<file path="config.mk">
export PLATFORM = sky130hd
export DESIGN_NAME = kbd_disp_ctrl
export DESIGN_NICKNAME = d
export VERILOG_FILES = /design/src/rtl/kd_pkg.sv /design/src/rtl/kd_scan.sv /design/src/rtl/kd_keydeb.sv /design/src/rtl/kd_fifo.sv /design/src/rtl/kd_disp.sv /design/src/rtl/kbd_disp_ctrl.sv
export SDC_FILE = /design/constraint.sdc
export NUM_CORES = 1
export LEC_CHECK = 0
export BUFFER_PORTS_ARGS = -buffer_cell sky130_fd_sc_hd__buf_2
export CORE_MARGIN = 3
export CORE_UTILIZATION = 49
export DETAILED_ROUTE_END_ITERATION = 12
export GPL_ROUTABILITY_DRIVEN = 0
export PLACE_DENSITY = 0.66
export SYNTH_ARGS = -nofsm -noshare
export SYNTH_HDL_FRONTEND = slang
export SYNTH_SLANG_ARGS = --single-unit
export TNS_END_PERCENT = 5
</file>
<file path="constraint.sdc">
create_clock -name clk -period 3.49 [get_ports clk]
set_clock_uncertainty 0.05 [all_clocks]
set_input_delay 0.349 -clock clk [delete_from_list [all_inputs] [get_ports clk]]
set_output_delay 0.349 -clock clk [all_outputs]
set_load 0.05 [all_outputs]
</file>
<file path="src/rtl/kd_pkg.sv">
package kd_pkg;
    localparam int KEY_ROWS  = 8;
    localparam int RET_LINES = 8;
    localparam int ROW_W     = $clog2(KEY_ROWS);
    localparam int COL_W     = $clog2(RET_LINES);
    localparam int CODE_W    = 8;

    typedef enum logic [1:0] {
        K_IDLE = 2'd0,
        K_WAIT = 2'd1,
        K_HELD = 2'd2
    } key_st_e;

    function automatic logic [CODE_W-1:0] key_code(input logic sh,
                                                   input logic [ROW_W-1:0] r,
                                                   input logic [COL_W-1:0] c);
        return {sh, 1'b0, r, c};
    endfunction
endpackage

</file>
<file path="src/rtl/kd_scan.sv">
module kd_scan #(
    parameter int SCAN_DIV = 4,
    parameter int SCAN_W   = 4
) (
    input  logic              clk,
    input  logic              rst,
    output logic              tick_o,
    output logic [SCAN_W-1:0] scan_o
);
    localparam int DIV_W = (SCAN_DIV > 1) ? $clog2(SCAN_DIV) : 1;
    localparam logic [DIV_W-1:0] DIV_LAST = DIV_W'(SCAN_DIV - 1);

    typedef struct packed {
        logic [DIV_W-1:0]  div;
        logic [SCAN_W-1:0] scan;
    } scan_st_t;

    scan_st_t s_d, s_q;

    always_comb begin
        s_d    = s_q;
        tick_o = (s_q.div == DIV_LAST);
        if (tick_o) begin
            s_d.div  = '0;
            s_d.scan = s_q.scan + 1'b1;
        end else begin
            s_d.div = s_q.div + 1'b1;
        end
    end

    always_ff @(posedge clk) begin
        if (rst) s_q <= '0;
        else     s_q <= s_d;
    end

    assign scan_o = s_q.scan;

    AST_SCAN_STEP: assert property (@(posedge clk) disable iff (rst)
        tick_o |=> (scan_o == SCAN_W'($past(scan_o) + 1'b1)));
    AST_SCAN_HOLD: assert property (@(posedge clk) disable iff (rst)
        !tick_o |=> $stable(scan_o));
endmodule

</file>
<file path="src/rtl/kd_keydeb.sv">
module kd_keydeb
    import kd_pkg::*;
#(
    parameter int DEB_CYC = 8
) (
    input  logic                 clk,
    input  logic                 rst,
    input  logic                 tick_i,
    input  logic [ROW_W-1:0]     row_i,
    input  logic [RET_LINES-1:0] ret_n_i,
    input  logic                 shift_i,
    output logic                 push_o,
    output logic [CODE_W-1:0]    code_o
);
    localparam int CNT_W = $clog2(DEB_CYC + 1);

    typedef struct packed {
        key_st_e          st;
        logic [ROW_W-1:0] row;
        logic [COL_W-1:0] col;
        logic             sh;
        logic [CNT_W-1:0] cnt;
    } key_t;

    key_t k_d, k_q;
    logic [COL_W-1:0] low_col;
    logic any_low, row_hit, still_down;

    always_comb begin
        low_col = '0;
        for (int i = RET_LINES - 1; i >= 0; i--) begin
            if (!ret_n_i[i]) low_col = COL_W'(i);
        end
        any_low    = ~&ret_n_i;
        row_hit    = (row_i == k_q.row);
        still_down = !ret_n_i[k_q.col];

        k_d    = k_q;
        push_o = 1'b0;
        case (k_q.st)
            K_IDLE: if (tick_i && any_low) begin
                k_d.row = row_i;
                k_d.col = low_col;
                k_d.sh  = shift_i;
                k_d.cnt = CNT_W'(DEB_CYC);
                k_d.st  = K_WAIT;
            end
            K_WAIT: if (tick_i) begin
                if (k_q.cnt != '0) begin
                    k_d.cnt = k_q.cnt - 1'b1;
                end else if (row_hit) begin
                    if (still_down) begin
                        push_o = 1'b1;
                        k_d.st = K_HELD;
                    end else begin
                        k_d.st = K_IDLE;
                    end
                end
            end
            K_HELD: if (tick_i && row_hit && !still_down) k_d.st = K_IDLE;
            default: k_d.st = K_IDLE;
        endcase
        code_o = key_code(k_q.sh, k_q.row, k_q.col);
    end

    always_ff @(posedge clk) begin
        if (rst) k_q <= '0;
        else     k_q <= k_d;
    end

    AST_ACCEPT_STILL_DOWN: assert property (@(posedge clk) disable iff (rst)
        push_o |-> (!ret_n_i[code_o[2:0]] && row_i == code_o[5:3]));
    AST_ONE_PER_PRESS: assert property (@(posedge clk) disable iff (rst)
        push_o |=> !push_o);
endmodule

</file>
<file path="src/rtl/kd_fifo.sv">
module kd_fifo #(
    parameter int DEPTH = 8,
    parameter int W     = 8
) (
    input  logic                       clk,
    input  logic                       rst,
    input  logic                       push_i,
    input  logic [W-1:0]               data_i,
    input  logic                       pop_i,
    input  logic                       clr_ovr_i,
    output logic [W-1:0]               head_o,
    output logic [$clog2(DEPTH+1)-1:0] count_o,
    output logic                       ovr_o
);
    localparam int CNT_W = $clog2(DEPTH + 1);
    localparam int PTR_W = (DEPTH > 1) ? $clog2(DEPTH) : 1;
    localparam logic [PTR_W-1:0] PTR_LAST = PTR_W'(DEPTH - 1);

    typedef struct packed {
        logic [DEPTH-1:0][W-1:0] mem;
        logic [PTR_W-1:0]        rp;
        logic [PTR_W-1:0]        wp;
        logic [CNT_W-1:0]        cnt;
        logic                    ovr;
    } fifo_t;

    fifo_t f_d, f_q;
    logic full, do_push, do_pop;

    function automatic logic [PTR_W-1:0] nxt(input logic [PTR_W-1:0] p);
        return (p == PTR_LAST) ? '0 : p + 1'b1;
    endfunction

    always_comb begin
        full    = (f_q.cnt == CNT_W'(DEPTH));
        do_push = push_i && !full;
        do_pop  = pop_i && (f_q.cnt != '0);
        f_d     = f_q;
        if (do_push) begin
            f_d.mem[f_q.wp] = data_i;
            f_d.wp          = nxt(f_q.wp);
        end
        if (do_pop) f_d.rp = nxt(f_q.rp);
        f_d.cnt = f_q.cnt + CNT_W'(do_push) - CNT_W'(do_pop);
        f_d.ovr = (f_q.ovr && !clr_ovr_i) || (push_i && full);
    end

    always_ff @(posedge clk) begin
        if (rst) f_q <= '0;
        else     f_q <= f_d;
    end

    assign head_o  = (f_q.cnt == '0) ? '0 : f_q.mem[f_q.rp];
    assign count_o = f_q.cnt;
    assign ovr_o   = f_q.ovr;

    AST_NO_OVERFLOW: assert property (@(posedge clk) disable iff (rst)
        (push_i && full && !pop_i) |=> (count_o == CNT_W'(DEPTH)));
    AST_OVR_SET: assert property (@(posedge clk) disable iff (rst)
        (push_i && full) |=> ovr_o);
    AST_POP_EMPTY: assert property (@(posedge clk) disable iff (rst)
        (pop_i && count_o == '0 && !push_i) |=> (count_o == '0));
    AST_CNT_STEP: assert property (@(posedge clk) disable iff (rst)
        (push_i && !full && !pop_i) |=> (count_o == CNT_W'($past(count_o) + 1'b1)));
endmodule

</file>
<file path="src/rtl/kd_disp.sv">
module kd_disp #(
    parameter int DIGITS = 16,
    parameter int SCAN_W = $clog2(DIGITS)
) (
    input  logic              clk,
    input  logic              rst,
    input  logic              we_i,
    input  logic [7:0]        wdata_i,
    input  logic              set_ptr_i,
    input  logic [SCAN_W-1:0] ptr_i,
    input  logic              set_blank_i,
    input  logic              blank_i,
    input  logic [SCAN_W-1:0] scan_i,
    output logic [3:0]        hi_o,
    output logic [3:0]        lo_o,
    output logic              blank_o
);
    localparam logic [SCAN_W-1:0] PTR_LAST = SCAN_W'(DIGITS - 1);

    typedef struct packed {
        logic [DIGITS-1:0][7:0] ram;
        logic [SCAN_W-1:0]      ptr;
        logic                   blank;
    } disp_t;

    disp_t d_d, d_q;
    logic [7:0] cur;

    always_comb begin
        d_d = d_q;
        if (we_i) begin
            d_d.ram[d_q.ptr] = wdata_i;
            d_d.ptr          = (d_q.ptr == PTR_LAST) ? '0 : d_q.ptr + 1'b1;
        end
        if (set_ptr_i)   d_d.ptr   = ptr_i;
        if (set_blank_i) d_d.blank = blank_i;

        cur = (int'(scan_i) < DIGITS) ? d_q.ram[scan_i] : 8'h00;
        if (d_q.blank) cur = 8'h00;
    end

    always_ff @(posedge clk) begin
        if (rst) d_q <= '0;
        else     d_q <= d_d;
    end

    assign hi_o    = cur[7:4];
    assign lo_o    = cur[3:0];
    assign blank_o = d_q.blank;

    AST_PTR_ADV: assert property (@(posedge clk) disable iff (rst)
        (we_i && !set_ptr_i) |=> (d_q.ptr == (($past(d_q.ptr) == PTR_LAST) ? '0
                                               : SCAN_W'($past(d_q.ptr) + 1'b1))));
endmodule

</file>
<file path="src/rtl/kbd_disp_ctrl.sv">
module kbd_disp_ctrl
    import kd_pkg::*;
#(
    parameter int SCAN_DIV   = 1000,
    parameter int DEB_CYC    = 80,
    parameter int DIGITS     = 16,
    parameter int FIFO_DEPTH = 8
) (
    input  logic                       clk,
    input  logic                       rst,
    input  logic                       cs,
    input  logic                       rd,
    input  logic                       wr,
    input  logic                       a0,
    input  logic [7:0]                 din,
    output logic [7:0]                 dout,
    output logic                       irq,
    input  logic [7:0]                 ret_n,
    input  logic                       shift,
    output logic [$clog2(DIGITS)-1:0]  scan,
    output logic [3:0]                 disp_hi,
    output logic [3:0]                 disp_lo,
    output logic                       blank
);
    localparam int SCAN_W = $clog2(DIGITS);
    localparam int CNT_W  = $clog2(FIFO_DEPTH + 1);

    logic              tick_w, push_w, ovr_w;
    logic [CODE_W-1:0] code_w, head_w;
    logic [CNT_W-1:0]  cnt_w;
    logic              wr_dat, wr_ctl, rd_dat, rd_st;
    logic [7:0]        status_w;

    assign wr_dat = cs && wr && !a0;
    assign wr_ctl = cs && wr && a0;
    assign rd_dat = cs && rd && !a0;
    assign rd_st  = cs && rd && a0;

    kd_scan #(.SCAN_DIV(SCAN_DIV), .SCAN_W(SCAN_W)) u_scan (
        .clk(clk), .rst(rst), .tick_o(tick_w), .scan_o(scan)
    );

    kd_keydeb #(.DEB_CYC(DEB_CYC)) u_key (
        .clk(clk), .rst(rst), .tick_i(tick_w), .row_i(scan[ROW_W-1:0]),
        .ret_n_i(ret_n), .shift_i(shift), .push_o(push_w), .code_o(code_w)
    );

    kd_fifo #(.DEPTH(FIFO_DEPTH), .W(CODE_W)) u_fifo (
        .clk(clk), .rst(rst), .push_i(push_w), .data_i(code_w), .pop_i(rd_dat),
        .clr_ovr_i(rd_st), .head_o(head_w), .count_o(cnt_w), .ovr_o(ovr_w)
    );

    kd_disp #(.DIGITS(DIGITS), .SCAN_W(SCAN_W)) u_disp (
        .clk(clk), .rst(rst), .we_i(wr_dat), .wdata_i(din),
        .set_ptr_i(wr_ctl && din[7]), .ptr_i(din[SCAN_W-1:0]),
        .set_blank_i(wr_ctl && !din[7]), .blank_i(din[0]), .scan_i(scan),
        .hi_o(disp_hi), .lo_o(disp_lo), .blank_o(blank)
    );

    always_comb begin
        status_w    = 8'(cnt_w);
        status_w[6] = ovr_w;
        dout        = a0 ? status_w : head_w;
        irq         = (cnt_w != '0);
    end

    AST_IRQ_RISE: assert property (@(posedge clk) disable iff (rst)
        $rose(irq) |-> $past(push_w));
    AST_IRQ_DROP: assert property (@(posedge clk) disable iff (rst)
        $fell(irq) |-> $past(rd_dat));
endmodule

</file>
==> run_results.csv <==
group,metric,value,unit
cts,root_buffer,"clkbuf_16",
timing,worstMarginPinSlew,0.773,ns
global_routing,grt_max_degree,107,
timing,layout_min_cycle_time,3.18,ns
critical_path,startpoint_type,"flip-flop",
synthesis,synth.net_count,1207,
critical_path,worst_ep_arrival_time,2.78,ns
timing,finalHoldViolCount,0,
global_routing,grt_pass1_wl,43400,um
cts,clockBufferDepth,3,
cts,numCtsBuffers,25,
floorplanning,die_y,155,um
routing,wl_met2,12300,um
critical_path,cp_num_buf_inv,2,
global_routing,overflow,0,
synthesis,yosysSeqAreaShare,0.425,
cts,clkSinkCount,230,
routing,wl_met3,1570,um
place,hpwl,17500,um
layout,nets,1209,
timing,maxSlewViolCount,0,
routing,drt_iter0_drc,735,
timing,finalSetupViolCount,0,
synthesis,synth_area_leaders,"dfxtp_1 (42%), mux4_2 (11%), mux2i_1 (9.0%), a21oi_1 (6.0%), o21ai_0 (5.2%)",
timing,slew_headroom,0.471,
critical_path,slowest_stage,"dfxtp_2",
routing,num_vias,8506,
floorplanning,initial_core_util,0.508,
critical_path,endpoint_kind,"output pin",
synthesis,synthFlopType,"dfxtp_1",
critical_path,cp_cell_sequence,"buf_4 > mux4_2 > mux4_2 > nor2b_1 > buf_2",
critical_path,path_class,"reg2out",
floorplanning,die-area,0.0240,mm2
synthesis,ys.warnings.count,0,
layout,post-route-util,0.565,
floorplanning,die_w,155,um
timing,setup-tns-final,0,ns
layout,num_antenna_cells,0,
cts,cts_tree,"built",
floorplanning,ios,45,
cts,cts-resized-gates,0,
cts,hold_buffers,0,
synthesis,syn_area,0.0108,mm2
routing,drt_pre_antenna_iters,5,
layout,final_cells,1458,
routing,postRouteAntennaNets,0,
synthesis,synthCells,1165,
synthesis,yosysTopAreaCell,"dfxtp_1",
power_and_ir_drop,power_density,465,mW/mm2
timing,fmax,0.315,GHz
routing,wl_met1,12500,um
floorplanning,core_area,0.0214,mm2
cts,worstSkewPairLatency,0.52,ns
global_routing,track_usage,0.220,
global_routing,grt_pass1_vias,8215,
critical_path,crit_required,3.09,ns
routing,wl_per_cell,18.4,um
critical_path,crit_family,"multiplexers",
cts,clk_pin_slew,0.06,ns
routing,viasPerCell,5.83,
power_and_ir_drop,ir_worst_vdd,0.267,mV
power_and_ir_drop,leakage,4.58,nW
routing,routed.top_layer,"met4",
critical_path,cpMostUsedCell,"mux4_2",
place,portBuffers,44,
cts,postCtsSetupRepairBufs,0,
synthesis,avgSynthCellArea,9.31,um2
synthesis,synth_top_area_frac,0.425,
timing,rsz0062_at_grt,"no",
synthesis,yosysMostFrequentCell,"dfxtp_1",
synthesis,synth.distinct_cells,47,
layout,area_delta_synth_final,11.3,%
synthesis,synthArstFlopShare,0,
global_routing,antenna_found_initial,0,
floorplanning,row_count,53,
synthesis,synth_common_cells,"dfxtp_1 (230), nand2_1 (142), a21oi_1 (130)",
run_status,outcome,"complete, no violations",
routing,routed_wirelength,26800,um
job,drv_cap,0,
synthesis,synth_seq_cells,230,
synthesis,synth_edf_count,0,
timing,layout_worst_path_cycle_share,0.910,
critical_path,crit_fanout,20,
routing,drc,0,
critical_path,max_stage_delay,0.75,ns
worst_hold_path,min_path_type,"in2reg",
place,placed_cells,1415,
layout,layout-drive-gt1-share,0.144,
cts,ctsHtreeMaxLevel,1,
[registers in the layout (all words and copies together) (netlist names)]
register        flops
u_fifo.count_o      4
u_scan.s_q         10
u_fifo.ovr_o        1
u_disp.d_q        132
u_disp.blank_o      1
u_key.code_o        7
u_scan.scan_o       4
u_fifo.f_q         62
u_key.k_q           9
[power breakdown]
group,switching (mW),internal (mW)
logic,0.254,0.118
clock network,1.04,1.53
registers,0.0226,2.65
[layout by cell type (no fill, tap or decap), types with 25 or more instances in the layout]
master,instances
buf_2,43
nor2_1,82
nand2_1,142
a21oi_1,130
nand2b_1,68
mux4_2,55
mux2i_1,97
clkbuf_16,25
dfxtp_1,228
o21ai_0,113
[kinds of logic (layout without fill, tap and decap cells)]
kind of cell / count (synthesis) / count (layout) / synth area share
compound gates: 262 / 262 / 0.126
xor+xnor: 17 / 17 / 0.0137
fa+ha+maj: 19 / 19 / 0.0226
buf+inv: 113 / 131 / 0.0408
flops: 230 / 230 / 0.425
mux: 152 / 152 / 0.204
simple gates: 372 / 372 / 0.168
[per-layer routing]
metal,GRT usage,up-vias
met5,0,-
met4,0.0559,0
met3,0.0302,37
met2,0.347,216
met1,0.321,4161
li1,-,4092
[per-stage QoR]
step	power, mW	setup WS [ns]	instance area [um2]	hold slack (ns)
2_1_floorplan	2.99	0.432	10800	0.376
3_3_place_gp	3.09	0.769	11300	0.390
3_5_place_dp	3.09	0.733	11300	0.400
5_1_grt	5.80	0.217	12100	0.0390
4_1_cts	5.66	0.286	12100	0.00972
6_report	5.61	0.313	12100	0.0320
[final timing paths]
| check | from | endpoint | slack, ns | cells after the start |
|---|---|---|---|---|
| worst max register to register | u_scan.s_q[4] | u_fifo.count_o[1] | 0.71 | 8 |
| worst max-delay path | u_scan.scan_o[1] | disp_hi[1] | 0.31 | 5 |
| worst min register to register | u_fifo.ovr_o | u_fifo.ovr_o | 0.40 | 2 |
| worst min-delay path | shift | u_key.code_o[7] | 0.03 | 3 |
[final cells by class]
class	count	area (um2)
clock buffer	39	748
fill	1884	9280
clock inverter	4	45.0
inverter	17	63.8
timing repair buffer	71	467
tap	275	344
multi-input combinational	822	5800
sequential	230	4610
[tightest hold or removal path, cell delays in order]
cell,delay (ns)
buf_2,0.10
nand2_1,0.04
a21oi_1,0.05
(Power assumes the default switching activity.)
